[config.mk]
export PLATFORM = sky130hd
export DESIGN_NAME = serial_rx_queue
export DESIGN_NICKNAME = d
export VERILOG_FILES = /design/src/rtl/srq_pkg.sv /design/src/rtl/srq_baud_tick.sv /design/src/rtl/srq_rx_frame.sv /design/src/rtl/srq_store.sv /design/src/rtl/srq_irq.sv /design/src/rtl/serial_rx_queue.sv
export SDC_FILE = /design/constraint.sdc
export NUM_CORES = 1
export LEC_CHECK = 0
export CAP_MARGIN = 0
export CORE_UTILIZATION = 35
export CTS_CLUSTER_DIAMETER = 80
export DETAILED_ROUTE_END_ITERATION = 10
export GPL_TIMING_DRIVEN = 0
export SETUP_SLACK_MARGIN = 0.05
export SYNTH_ARGS = -nofsm -noshare
export SYNTH_HDL_FRONTEND = slang
export SYNTH_SLANG_ARGS = --single-unit
[constraint.sdc]
create_clock -name clk -period 3.5 [get_ports clk]
set_input_delay 0.35 -clock clk [delete_from_list [all_inputs] [get_ports clk]]
set_output_delay 0.35 -clock clk [all_outputs]
set_load 0.1 [all_outputs]
[src/rtl/srq_pkg.sv]
package srq_pkg;

  // One stored character: data byte plus its two status flags.
  typedef struct packed {
    logic       brk;
    logic       fe;
    logic [7:0] data;
  } rx_entry_t;

  typedef enum logic [2:0] {
    RX_IDLE,
    RX_START,
    RX_DATA,
    RX_STOP,
    RX_HOLD
  } rx_state_e;

endpackage

[src/rtl/srq_baud_tick.sv]
module srq_baud_tick #(
  parameter int DIV_W = 16
) (
  input  logic             clk,
  input  logic             rst_n,
  input  logic             run,
  input  logic [DIV_W-1:0] div,
  output logic             tick
);

  logic [DIV_W-1:0] cnt_q;

  assign tick = run && (cnt_q == div);

  always_ff @(posedge clk or negedge rst_n) begin
    if (!rst_n) begin
      cnt_q <= '0;
    end else if (!run || tick) begin
      cnt_q <= '0;
    end else begin
      cnt_q <= cnt_q + 1'b1;
    end
  end

endmodule

[src/rtl/srq_rx_frame.sv]
module srq_rx_frame
  import srq_pkg::*;
#(
  parameter int OSR   = 8,
  parameter int DIV_W = 16
) (
  input  logic             clk,
  input  logic             rst_n,
  input  logic             clr,
  input  logic             rxd,
  input  logic [DIV_W-1:0] div,
  output logic             push,
  output rx_entry_t        ent
);

  localparam int SUB_W = $clog2(OSR);
  localparam int MID   = OSR / 2;
  localparam logic [SUB_W-1:0] VOTE_LO  = SUB_W'(MID - 1);
  localparam logic [SUB_W-1:0] VOTE_HI  = SUB_W'(MID + 1);
  localparam logic [SUB_W-1:0] SUB_LAST = SUB_W'(OSR - 1);

  logic [1:0]       sync_q;
  logic             rx_s;
  rx_state_e        state_q;
  logic [SUB_W-1:0] sub_q;
  logic [2:0]       bit_q;
  logic [1:0]       ones_q;
  logic [7:0]       shreg_q;
  logic             run;
  logic             tick;
  logic             in_win;
  logic             last_vote;
  logic             last_sub;
  logic             vote;

  assign rx_s      = sync_q[1];
  assign run       = (state_q == RX_START) || (state_q == RX_DATA) || (state_q == RX_STOP);
  assign in_win    = (sub_q >= VOTE_LO) && (sub_q <= VOTE_HI);
  assign last_vote = (sub_q == VOTE_HI);
  assign last_sub  = (sub_q == SUB_LAST);
  assign vote      = ({1'b0, ones_q} + {2'b00, rx_s}) >= 3'd2;

  srq_baud_tick #(.DIV_W(DIV_W)) u_tick (
    .clk  (clk),
    .rst_n(rst_n),
    .run  (run),
    .div  (div),
    .tick (tick)
  );

  always_ff @(posedge clk or negedge rst_n) begin
    if (!rst_n) begin
      sync_q <= 2'b11;
    end else begin
      sync_q <= {sync_q[0], rxd};
    end
  end

  always_ff @(posedge clk or negedge rst_n) begin
    if (!rst_n) begin
      state_q <= RX_IDLE;
      sub_q   <= '0;
      bit_q   <= '0;
      ones_q  <= '0;
      shreg_q <= '0;
      push    <= 1'b0;
      ent     <= '0;
    end else if (clr) begin
      state_q <= RX_IDLE;
      sub_q   <= '0;
      bit_q   <= '0;
      ones_q  <= '0;
      push    <= 1'b0;
    end else begin
      push <= 1'b0;
      case (state_q)
        RX_IDLE: begin
          if (!rx_s) begin
            state_q <= RX_START;
            sub_q   <= '0;
            ones_q  <= '0;
          end
        end
        RX_HOLD: begin
          if (rx_s) state_q <= RX_IDLE;
        end
        default: begin
          if (tick) begin
            sub_q <= last_sub ? '0 : sub_q + 1'b1;
            if (last_vote) begin
              ones_q <= '0;
            end else if (in_win) begin
              ones_q <= ones_q + {1'b0, rx_s};
            end
            case (state_q)
              RX_START: begin
                if (last_vote && vote) begin
                  state_q <= RX_IDLE;
                end else if (last_sub) begin
                  state_q <= RX_DATA;
                  bit_q   <= '0;
                end
              end
              RX_DATA: begin
                if (last_vote) shreg_q <= {vote, shreg_q[7:1]};
                if (last_sub) begin
                  if (bit_q == 3'd7) state_q <= RX_STOP;
                  bit_q <= bit_q + 1'b1;
                end
              end
              RX_STOP: begin
                if (last_vote) begin
                  push     <= 1'b1;
                  ent.data <= shreg_q;
                  ent.fe   <= !vote;
                  ent.brk  <= !vote && (shreg_q == 8'h00);
                  state_q  <= vote ? RX_IDLE : RX_HOLD;
                end
              end
              default: ;
            endcase
          end
        end
      endcase
    end
  end

endmodule

[src/rtl/srq_store.sv]
module srq_store
  import srq_pkg::*;
#(
  parameter int DEPTH = 16
) (
  input  logic                         clk,
  input  logic                         rst_n,
  input  logic                         flush,
  input  logic                         fifo_mode,
  input  logic                         push,
  input  rx_entry_t                    wr_ent,
  input  logic                         pop,
  output rx_entry_t                    rd_ent,
  output logic [$clog2(DEPTH+1)-1:0]   level,
  output logic                         drop
);

  localparam int PTR_W = (DEPTH > 1) ? $clog2(DEPTH) : 1;
  localparam int CNT_W = $clog2(DEPTH + 1);
  localparam logic [PTR_W-1:0] PTR_LAST = PTR_W'(DEPTH - 1);

  rx_entry_t        mem [DEPTH];
  logic [PTR_W-1:0] wr_ptr_q;
  logic [PTR_W-1:0] rd_ptr_q;
  logic [CNT_W-1:0] cap;
  logic             accept;
  logic             take;

  assign cap    = fifo_mode ? CNT_W'(DEPTH) : CNT_W'(1);
  assign accept = push && (level < cap);
  assign drop   = push && !accept && !flush;
  assign take   = pop && (level != '0);
  assign rd_ent = mem[rd_ptr_q];

  always_ff @(posedge clk) begin
    if (accept && !flush) mem[wr_ptr_q] <= wr_ent;
  end

  always_ff @(posedge clk or negedge rst_n) begin
    if (!rst_n) begin
      wr_ptr_q <= '0;
      rd_ptr_q <= '0;
      level    <= '0;
    end else if (flush) begin
      wr_ptr_q <= '0;
      rd_ptr_q <= '0;
      level    <= '0;
    end else begin
      if (accept) wr_ptr_q <= (wr_ptr_q == PTR_LAST) ? '0 : wr_ptr_q + 1'b1;
      if (take)   rd_ptr_q <= (rd_ptr_q == PTR_LAST) ? '0 : rd_ptr_q + 1'b1;
      case ({accept, take})
        2'b10:   level <= level + 1'b1;
        2'b01:   level <= level - 1'b1;
        default: level <= level;
      endcase
    end
  end

endmodule

[src/rtl/srq_irq.sv]
module srq_irq #(
  parameter int CNT_W = 5
) (
  input  logic [CNT_W-1:0] level,
  input  logic [CNT_W-1:0] thr,
  input  logic             head_valid,
  input  logic             head_fe,
  input  logic             head_brk,
  input  logic             ovf,
  input  logic             rdy_ie,
  input  logic             err_ie,
  output logic             irq
);

  logic rdy_cause;
  logic err_cause;

  assign rdy_cause = (level >= thr) || (head_valid && head_brk);
  assign err_cause = (head_valid && head_fe) || ovf;
  assign irq       = (rdy_ie && rdy_cause) || (err_ie && err_cause);

endmodule

[src/rtl/serial_rx_queue.sv]
module serial_rx_queue
  import srq_pkg::*;
#(
  parameter int DEPTH = 16,
  parameter int OSR   = 8,
  parameter int DIV_W = 16
) (
  input  logic                         clk,
  input  logic                         rst_n,
  input  logic                         soft_rst,
  input  logic [DIV_W-1:0]             baud_div,
  input  logic                         cfg_we,
  input  logic                         cfg_fifo_en,
  input  logic                         cfg_rdy_ie,
  input  logic                         cfg_err_ie,
  input  logic [$clog2(DEPTH)-1:0]     cfg_thresh,
  input  logic                         ovf_clr,
  input  logic                         rxd,
  output logic                         rd_valid,
  input  logic                         rd_ready,
  output logic [7:0]                   rd_data,
  output logic                         rd_fe,
  output logic                         rd_brk,
  output logic                         ovf_flag,
  output logic                         irq
);

  localparam int TH_W  = $clog2(DEPTH);
  localparam int CNT_W = $clog2(DEPTH + 1);

  logic             fifo_en_q;
  logic             rdy_ie_q;
  logic             err_ie_q;
  logic [TH_W-1:0]  thresh_q;
  logic             flush;
  logic             push;
  logic             drop;
  rx_entry_t        wr_ent;
  rx_entry_t        head;
  logic [CNT_W-1:0] level;
  logic [CNT_W-1:0] thr_eff;

  assign flush   = soft_rst || (cfg_we && (cfg_fifo_en != fifo_en_q));
  assign thr_eff = fifo_en_q ? (CNT_W'(thresh_q) + 1'b1) : CNT_W'(1);

  always_ff @(posedge clk or negedge rst_n) begin
    if (!rst_n) begin
      fifo_en_q <= 1'b0;
      rdy_ie_q  <= 1'b0;
      err_ie_q  <= 1'b0;
      thresh_q  <= '0;
    end else if (soft_rst) begin
      fifo_en_q <= 1'b0;
      rdy_ie_q  <= 1'b0;
      err_ie_q  <= 1'b0;
      thresh_q  <= '0;
    end else if (cfg_we) begin
      fifo_en_q <= cfg_fifo_en;
      rdy_ie_q  <= cfg_rdy_ie;
      err_ie_q  <= cfg_err_ie;
      thresh_q  <= cfg_thresh;
    end
  end

  always_ff @(posedge clk or negedge rst_n) begin
    if (!rst_n) begin
      ovf_flag <= 1'b0;
    end else if (soft_rst) begin
      ovf_flag <= 1'b0;
    end else if (drop) begin
      ovf_flag <= 1'b1;
    end else if (ovf_clr) begin
      ovf_flag <= 1'b0;
    end
  end

  srq_rx_frame #(.OSR(OSR), .DIV_W(DIV_W)) u_frame (
    .clk  (clk),
    .rst_n(rst_n),
    .clr  (soft_rst),
    .rxd  (rxd),
    .div  (baud_div),
    .push (push),
    .ent  (wr_ent)
  );

  srq_store #(.DEPTH(DEPTH)) u_store (
    .clk      (clk),
    .rst_n    (rst_n),
    .flush    (flush),
    .fifo_mode(fifo_en_q),
    .push     (push),
    .wr_ent   (wr_ent),
    .pop      (rd_ready),
    .rd_ent   (head),
    .level    (level),
    .drop     (drop)
  );

  assign rd_valid = (level != '0);
  assign rd_data  = head.data;
  assign rd_fe    = head.fe;
  assign rd_brk   = head.brk;

  srq_irq #(.CNT_W(CNT_W)) u_irq (
    .level     (level),
    .thr       (thr_eff),
    .head_valid(rd_valid),
    .head_fe   (head.fe),
    .head_brk  (head.brk),
    .ovf       (ovf_flag),
    .rdy_ie    (rdy_ie_q),
    .err_ie    (err_ie_q),
    .irq       (irq)
  );

endmodule

# == Word level (Yosys, flattened, before mapping) ==
# Memory sizes are Yosys's and may differ from the RTL's.
# Cells that the tools add are included.
# W data, S select, Z words.
# totals
ff_bits,69
latchBits,0
ramBits,160
romBits,0
inputBits,30
output_inout_bits,13
wordCells,166
memories,1
# classes
n_addsub,10
multipliers,0
n_div,0
order_cmp,5
n_eq_ne,24
shifts,0
mux,59
bitwise,2
n_reduce_logical,46
# mem_list
name,words,word_bits,rd,rd_clocked_by_memory_dff,write_ports,line,source
u_store.mem,16,10,1,0,1,srq_store.sv:22,rx_entry_t mem [DEPTH];
# ops
operator,n
$mux W3,20
$mux W4,8
$pmux W3 S2,3
$add A16 B1 Y16 const B,1
$eq A16 B16 Y1,1
$mux W1,16
$mux W16,1
$mux W5,3
$logic_and A1 B1 Y1,14
$eq A3 B3 Y1 const B,4
$reduce_bool A3 Y1,4
$mux W2,5
$ne A5 B4 Y1 const B,2
$pmux W5 S2,1
$reduce_and A5 Y1,2
$ne A3 B2 Y1 const B,3
$pmux W3 S3,1
$add A4 B1 Y4 const B,2
$eq A4 B4 Y1 const B,2
$logic_not A8 Y1,1
$reduce_and A8 Y1,1
$reduce_bool A2 Y1,4
$reduce_bool A4 Y1,2
$logic_or A1 B1 Y1,7
30 further kinds,38

# == Logic depth before layout (Yosys ltp) ==
# Gate-level depths: netlist of run 1.
# depth
depth_word,8
depth_mapped,12
mapped_depth_nobuf,11

# == Hierarchy ==
# Synthesis of run 1 repeated with hierarchy kept, for this count alone.
# hier_totals
cells_unflattened,710
area_unflattened_um2,10271.1
# by_module_without_submodules
mod,n_inst,cells_per_inst,area_each_um2,seq_area_each_um2
srq_store,1,407,7076.8,5129.9
srq_rx_frame,1,141,1629.1,803.3
srq_baud_tick,1,101,994.7,400.4
serial_rx_queue,1,42,426.7,200.2
srq_irq,1,19,143.9,0.0

# == Least setup slack after synthesis of run 1 ==
# No wires, ideal clock.
# synth_timing
path_kind,flip-flop to output port
startpoint,register u_store.rd_ptr_q[0]
endpoint,output irq
arrival_time_ps,3034
required_time_ps,3150
path_slack_ps,116
path_stages_with_launch,9
path_buffers,2
path_cell_list,dfrtp_1 > buf_2 > buf_2 > mux2i_1 > a221oi_1 > o21ai_0 > nand2_1 > a22o_1 > a221o_1
# synth_via
elab_chain_cells,5
elab_cells_between_ends,8
cone_classes,7 x reduce/logical; 1 x memory
# synth_rtl
element,line,source
start: declaration,srq_store.sv:24,logic [PTR_W-1:0] rd_ptr_q;
start signal: assignment,srq_store.sv:50,if (take) rd_ptr_q <= (rd_ptr_q == PTR_LAST) ? '0 : rd_ptr_q + 1'b1;
$mem_v2 Z16 W10,-,
net rd_brk,serial_rx_queue.sv:23,"output logic rd_brk,"
$logic_and A1 B1 Y1,srq_irq.sv:18,assign rdy_cause = (level >= thr) || (head_valid && head_brk);
$logic_or A1 B1 Y1,srq_irq.sv:18,
$logic_and A1 B1 Y1,srq_irq.sv:20,assign irq = (rdy_ie && rdy_cause) || (err_ie && err_cause);
$logic_or A1 B1 Y1,srq_irq.sv:20,
end: declaration,serial_rx_queue.sv:25,output logic irq
# The timed path passes the listed nets, and every way through them passes these cells.

# == Worst setup path in the final report of run 1 ==
# layout_timing
startpoint,register u_store.rd_ptr_q[2]
endpoint,output rd_fe
# layout_via
elab_chain_cells,1
# layout_rtl
element,line,source
$mem_v2 Z16 W10,-,
end: declaration,serial_rx_queue.sv:22,"output logic rd_fe,"
# No other way between the ends.

==> flow_metrics.env, run 1 <==
export IMPL_layout_drive_gt1_share_pct=16.3
export IMPL_max_vdd_ir_drop_mv=0.295
export IMPL_drt_wirelength_per_cell_um=17.4
export IMPL_drc=0
export IMPL_period_needed_ns=3.30
export IMPL_cp_start_kind="register"
export IMPL_power_frac_seq_pct=49.4
export IMPL_synth_area_top_cells="edfxtp_1 (48%), dfrtp_1 (17%), mux2i_1 (5.2%), mux4_2 (4.5%), ha_1 (3.0%)"
export IMPL_dieWidth_um=172
export IMPL_total_switching_power_w=0.00139
export IMPL_critPathTopFamily="buffers and inverters"
export IMPL_rsz0062_at_grt="no"
export IMPL_rrSetupSlack_ns=0.26
export IMPL_p_clk_share_pct=43.3
export IMPL_post_synth_top_area_fraction_pct=47.5
export IMPL_critPathMaxFanout=10
export IMPL_timing_worst_setup_path_type="register to primary output"
export IMPL_fp_coreArea_um2=28100
export IMPL_min_delay_worst_endpoint="u_frame.sync_q[0]"
export IMPL_ys_dominant_reg_cell="edfxtp_1"
export IMPL_fillerInstances=2597
export IMPL_final_core_utilization_pct=42.4
export IMPL_route_vias_total=5691
export IMPL_max_cap_violations=0
export IMPL_slowest_stage="dlygate4sd2_1"
export IMPL_sw_frac_of_total_pct=23.1
export IMPL_tightestPinTransition_ns=1.18
export IMPL_dieArea_um2=29600
export IMPL_power_density_of_the_placed_cells_nw_per_um2=506
export IMPL_relSlewSlack_pct=20.9
export IMPL_async_reset_ff_share_pct=30.1
export IMPL_synth_enable_flop_cells=160
export IMPL_grt_pass1_wl_um=32000
export IMPL_clock_skew_ns=0.0108
export IMPL_clockRootBuffer="clkbuf_16"
export IMPL_largest_net_degree_at_the_start_of_global_routing=47
export IMPL_synth_area_um2=10100
export IMPL_final_period_utilization_pct=94.4
export IMPL_synthesis_yosys_warnings=0
export IMPL_cp_cell_instances="nor2b_1 -> clkbuf_2 -> a221oi_1 -> o21ai_0 -> nand2_1 -> dlygate4sd2_1"
export IMPL_die_height_um=172
export IMPL_routabilityCongestion=0.778
export IMPL_dpl_cell_area_um2=11000
export IMPL_ys_seq_area_share_pct=64.6
export IMPL_min_path_type="input pin to register"
export IMPL_num_antenna_cells=0
export IMPL_clk_insertion_delay_late_ns=0.52
export IMPL_first_iter_violations=330
export IMPL_f_max_mhz=303
export IMPL_grt_usage_pct=14.1
export IMPL_synth_top_cell_by_area="edfxtp_1"
export IMPL_comb_power_share_pct=7.3
export IMPL_cpPeakStageDelay_ns=0.87
export IMPL_io_count=43
export IMPL_first_pass_iters=5
export IMPL_post_route_wl_um=20200
export IMPL_cts_sinks=229
export IMPL_synth_nets=744
export IMPL_grt_pass1_vias=5681
export IMPL_worst_ep_required_time_ns=3.15
export IMPL_status="finished clean"
export IMPL_p_leak_nw=4.59
export IMPL_multi_input_comb_area_um2=3410
export IMPL_post_synth_top_count_cell="edfxtp_1"
export IMPL_buffer_ports_inserted=41
export IMPL_end_of_the_worst_register_to_register_path="u_store.mem[5][8]"
export IMPL_setup_slack_placement_ns=-0.418
export IMPL_area_growth_pct=17.7
export IMPL_worst_r2r_startpoint="u_store.level[1]"
export IMPL_design_final_nets=815
export IMPL_synth_cell_type_count=61
export IMPL_netlist_top_cells_count="edfxtp_1 (160), dfrtp_1 (67), nor2_1 (62), mux2i_1 (53), nand2_1 (42)"
export IMPL_cell_internal_pwr_w=0.00463
export IMPL_cts_reportedPaths_clkPinSlew_ns=0.06
export IMPL_timing_hold_worst_path_depth=1
export IMPL_synth_seq_cells=229
export IMPL_timing_final_ws_setup_ns=0.197
export IMPL_globalRouteOverflowTotal=0
export IMPL_tns_ns=0
export IMPL_hold_viol=0
export IMPL_post_route_cell_area_um2=11900
export IMPL_cp_end_kind="primary output"
export IMPL_cts_htree_levels=1
export IMPL_antenna_violations_before_repair=0
export IMPL_numCtsBuffers=25
export IMPL_synthesis_area_per_instance_um2=14.7
export IMPL_tritoncts="yes"
export IMPL_cts_path_max_buffers=3
export IMPL_drt_vias_per_instance=4.92
export IMPL_place_hpwl_um=13700
export IMPL_layout_area_seq_um2=6530
export IMPL_post_synth_inst_count=689
export IMPL_cp_data_arrival_time_ns=2.95
export IMPL_finalMaxSlewViolations=0
export IMPL_finalSetupViolCount=0
export IMPL_min_from="rxd"
export IMPL_cp_buffers_inverters=2
export IMPL_final_antenna_net_count=0
export IMPL_initial_core_util_pct=36.0
export IMPL_worst_r2r_path_depth=6
export IMPL_fp_row_count=61
cell usage in the layout, fill, tap and decap left out, drive strengths merged, types with 2 or more instances in the layout:
cell,Yosys,routed
a21o,4,4
a21oi,15,15
a221oi,21,21
a22o,5,5
a22oi,11,11
a311oi,2,2
a31o,2,2
a31oi,2,2
and2,3,3
and3,5,5
buf,13,24
bufinv,0,2
clkbuf,16,48
clkdlybuf4s50,0,29
clkinv,1,7
clkinvlp,0,4
dfrtp,67,67
dfstp,2,2
edfxtp,160,160
ha,24,24
inv,15,18
mux2,21,21
mux2i,53,53
mux4,20,20
nand2,42,42
nand2b,4,4
nand3,16,16
nand4,5,5
nor2,64,64
nor2b,3,3
nor3,8,8
nor4,5,5
o21ai,20,20
or2,2,2
or4,2,2
xnor2,9,9
xor2,31,31
cell families after synthesis:
family / Yosys count / synth area share (%)
buffers and inverters: 45 / 2.01
multiplexers: 94 / 12.4
flip-flops: 229 / 64.6
XOR/XNOR: 40 / 3.47
adder cells (fa/ha/maj): 25 / 3.17
AND/OR/NAND/NOR: 165 / 7.97
AO/OA/AOI/OAI: 91 / 6.36
per-layer routing:
metal | vias up | GRT usage, % | share of wire [%]
li1 | 2756 | - | -
met1 | 2823 | 19.1 | 45
met2 | 81 | 24.0 | 49
met3 | 31 | 1.99 | 4.1
met4 | 0 | 3.35 | 1.8
met5 | - | 0 | 0
worst max-delay path by stage:
stage	from	to	slack [ns]	cells after the start
2_1_floorplan	u_store.rd_ptr_q[0]	irq	0.12	8
3_3_place_gp	rst_n	u_frame.ent[5]	-0.40	1
3_5_place_dp	u_store.rd_ptr_q[0]	rd_data[4]	-0.42	8
4_1_cts	u_store.rd_ptr_q[0]	rd_data[4]	0.07	8
5_1_grt	u_store.rd_ptr_q[2]	rd_fe	0.06	6
6_report	u_store.rd_ptr_q[2]	rd_fe	0.20	6
layout make-up:
class | instances | share of cell area [%]
Sequential cell | 229 | 54.9
Multi-Input combinational cell | 415 | 28.7
Clock buffer | 31 | 5.70
Tap cell | 378 | 3.98
Timing Repair Buffer | 44 | 3.60
Buffer | 29 | 1.42
Clock inverter | 15 | 1.21
Inverter | 16 | 0.505
through the flow:
step | power [W] | cells | hold WS [ns]
finish | 0.00602 | 1157 | 0.233
floorplan | 0.00333 | 689 | 0.0544
global placement | 0.00346 | 1108 | 0.345
CTS | 0.00606 | 1157 | 0.219
detailed placement | 0.00347 | 1110 | 0.284
global route | 0.00623 | 1157 | 0.239
power groups by stage:
stage | logic [W] | clock network [W] | registers, W
2_1_floorplan | 0.000312 | 0 | 0.00302
3_3_place_gp | 0.000433 | 0 | 0.00303
3_5_place_dp | 0.000441 | 0 | 0.00303
4_1_cts | 0.000443 | 0.00264 | 0.00298
5_1_grt | 0.000496 | 0.00275 | 0.00298
6_report | 0.000439 | 0.00260 | 0.00298
timing repair:
item | in CTS | in global routing
setup buffers | 0 | 0
hold buffers | 1 | 0
endpoints found under the setup margin | 11 | 23
resized for setup | 70 | 7
endpoints found under the hold margin | 23 | 0
registers in the layout, summed over array words and instances (netlist names):
signal,flops
u_store.mem,160
u_frame.u_tick.cnt_q,16
u_frame.ent,10
u_frame.shreg_q,8
u_store.level,5
thresh_q,4
u_store.rd_ptr_q,4
u_store.wr_ptr_q,4
u_frame.bit_q,3
u_frame.state_q,3
u_frame.sub_q,3
u_frame.ones_q,2
u_frame.sync_q,2
err_ie_q,1
fifo_en_q,1
ovf_flag,1
rdy_ie_q,1
u_frame.push,1
No activity file was read; power rests on OpenSTA's default activity.
==> inputs of run 2 (changes only) <==
Settings changed: CTS_BUF_LIST from default to sky130_fd_sc_hd__clkbuf_8, REMOVE_ABC_BUFFERS from default to 1.
==> run 2 against run 1 <==
Net effect:
- total power down 4.7%
- worst hold slack lost 0.031 ns
- sequential share of layout area rose by 0.45 points
- via count rose by 1.3%
- highest routed layer unchanged
- critical path depth unchanged
- combinational power down 11%
- clock skew is 0.016 ns higher
- flip-flop and latch count unchanged
==> flow_metrics.env, run 2 (synthesized netlist as in run 1, its figures left out) <==
export IMPL_status="finished clean"
export IMPL_cts_sinks=229
export IMPL_final_antenna_net_count=0
export IMPL_hold_viol=0
export IMPL_rrSetupSlack_ns=0.20
export IMPL_min_path_type="input pin to async pin"
export IMPL_f_max_mhz=298
export IMPL_clockRootBuffer="clkbuf_8"
export IMPL_grt_pass1_wl_um=33500
export IMPL_post_route_wl_um=20500
export IMPL_final_hold_worst_slack_ns=0.203
export IMPL_max_vdd_ir_drop_mv=0.201
export IMPL_place_hpwl_um=12700
export IMPL_post_layout_total_power_w=0.00574
export IMPL_num_antenna_cells=0
export IMPL_largest_net_degree_at_the_start_of_global_routing=63
export IMPL_area_growth_pct=16.9
export IMPL_io_count=43
export IMPL_design_final_nets=811
export IMPL_final_core_utilization_pct=42.1
export IMPL_worst_ep_required_time_ns=3.15
export IMPL_tritoncts="yes"
export IMPL_grt_usage_pct=14.9
export IMPL_tns_ns=0
export IMPL_drt_wirelength_per_cell_um=17.6
export IMPL_worst_r2r_path_depth=5
export IMPL_relSlewSlack_pct=25.3
export IMPL_top_regs="u_store.mem x160, u_frame.u_tick.cnt_q x16, u_frame.ent x10"
export IMPL_cts_htree_levels=2
export IMPL_rsz0062_at_grt="yes"
export IMPL_antenna_violations_before_repair=0
export IMPL_layout_commonest_cell="edfxtp_1"
export IMPL_numCtsBuffers=40
export IMPL_globalRouteOverflowTotal=0
export IMPL_timing_worst_setup_path_type="register to primary output"
export IMPL_first_iter_violations=352
export IMPL_dieWidth_um=172
export IMPL_clk_insertion_delay_late_ns=0.53
export IMPL_power_density_of_the_placed_cells_nw_per_um2=485
export IMPL_p_leak_nw=4.58
export IMPL_clock_skew_ns=0.0266
export IMPL_max_cap_violations=0
export IMPL_cts_path_max_buffers=3
export IMPL_route_vias_total=5766
export IMPL_fp_row_count=61
export IMPL_final_period_utilization_pct=95.8
export IMPL_first_pass_iters=4
export IMPL_drc=0
export IMPL_critPathMaxFanout=39
export IMPL_die_height_um=172
export IMPL_cp_end_kind="primary output"
export IMPL_grt_pass1_vias=6011
export IMPL_layout_drive_gt1_share_pct=17.4
export IMPL_cp_data_arrival_time_ns=3.00
export IMPL_finalSetupViolCount=0
export IMPL_buffer_ports_inserted=42
export IMPL_largest_reg_flops=160
export IMPL_drt_vias_per_instance=4.95
export IMPL_worst_r2r_startpoint="u_store.level[1]"
export IMPL_dieArea_um2=29600
export IMPL_finalMaxSlewViolations=0
export IMPL_cp_start_kind="register"
export IMPL_period_needed_ns=3.35
export IMPL_fillerInstances=2620
export IMPL_most_common_layout_cells="edfxtp_1 (160), dfrtp_1 (63), nor2_1 (59)"
export IMPL_tightestPinTransition_ns=1.12
export IMPL_initial_core_util_pct=36.0
export IMPL_max_flop_register="u_store.mem"
export IMPL_fp_coreArea_um2=28100
export IMPL_end_of_the_worst_register_to_register_path="u_store.mem[12][5]"
export IMPL_cts_reportedPaths_clkPinSlew_ns=0.05
export IMPL_routabilityCongestion=0.740
==> run 2: cell types whose count changed in the layout (fill, tap and decap cells not counted), sizes merged, moves of 2 or more <==
| cell | change |
|---|---|
| clkinvlp | -2 |
| buf | -14 |
| inv | +14 |
| clkbuf | +2 |
| clkdlybuf4s15 | +4 |
==> run 2: per-layer routing <==
layer	global-route usage (%)	part of all wire [%]	vias to the layer above
met4	6.04	2.4	0
met1	19.6	46	2892
met5	0	0	-
li1	-	-	2751
met3	2.75	3.6	34
met2	24.2	48	89
==> run 2: critical path: stages, from the launching register on <==
cell             delay (ns)
dfrtp_4                0.53
buf_16                 0.22
mux2i_1                0.16
a221oi_1               0.44
o21ai_0                0.17
nand2_1                0.10
clkdlybuf4s15_1        0.82
==> run 2: worst max path at each step <==
stage          slack (ns)  cells past startpoint           startpoint                 end
6_report             0.15                      6  u_store.rd_ptr_q[0]          rd_data[3]
5_1_grt             0.003                      5     u_store.level[1]  u_store.mem[15][4]
4_1_cts              0.07                      6  u_store.rd_ptr_q[0]          rd_data[1]
3_5_place_dp        -1.05                      7  u_store.rd_ptr_q[1]                 irq
3_3_place_gp        -2.54                      6  u_store.rd_ptr_q[0]                 irq
2_1_floorplan       -1.67                      5  u_store.rd_ptr_q[0]                 irq
==> run 2: layout make-up <==
class / instances / area, um^2 / area share, %
clock inverter: 26 / 138 / 1.16
timing repair buffer: 52 / 544 / 4.61
tap: 378 / 473 / 4.00
inverter: 16 / 61.3 / 0.519
clock buffer: 46 / 633 / 5.36
sequential: 229 / 6540 / 55.4
multi-input combinational: 417 / 3420 / 29.0
==> run 2: what timing repair did <==
action,in CTS,in global routing
buffers inserted,6,0
gates cloned,2,0
pin swaps,1,0
endpoints found under the setup margin,11,74
gates resized for setup,33,9
endpoints found under the hold margin,67,0
hold buffers,1,0
==> run 2: metrics by stage <==
stage	cells	worst slack [ns]	cell area, um^2
2_1_floorplan	660	-1.67	9960
4_1_cts	1164	0.0666	11800
3_3_place_gp	1080	-2.54	10900
6_report	1164	0.146	11800
5_1_grt	1164	0.00284	11800
3_5_place_dp	1083	-1.05	10900
==> run 2: report_power, final <==
part	internal (W)	switching, W
registers	0.00292	0.0000829
logic	0.000169	0.000222
clock network	0.00127	0.00107
total	0.00436	0.00137
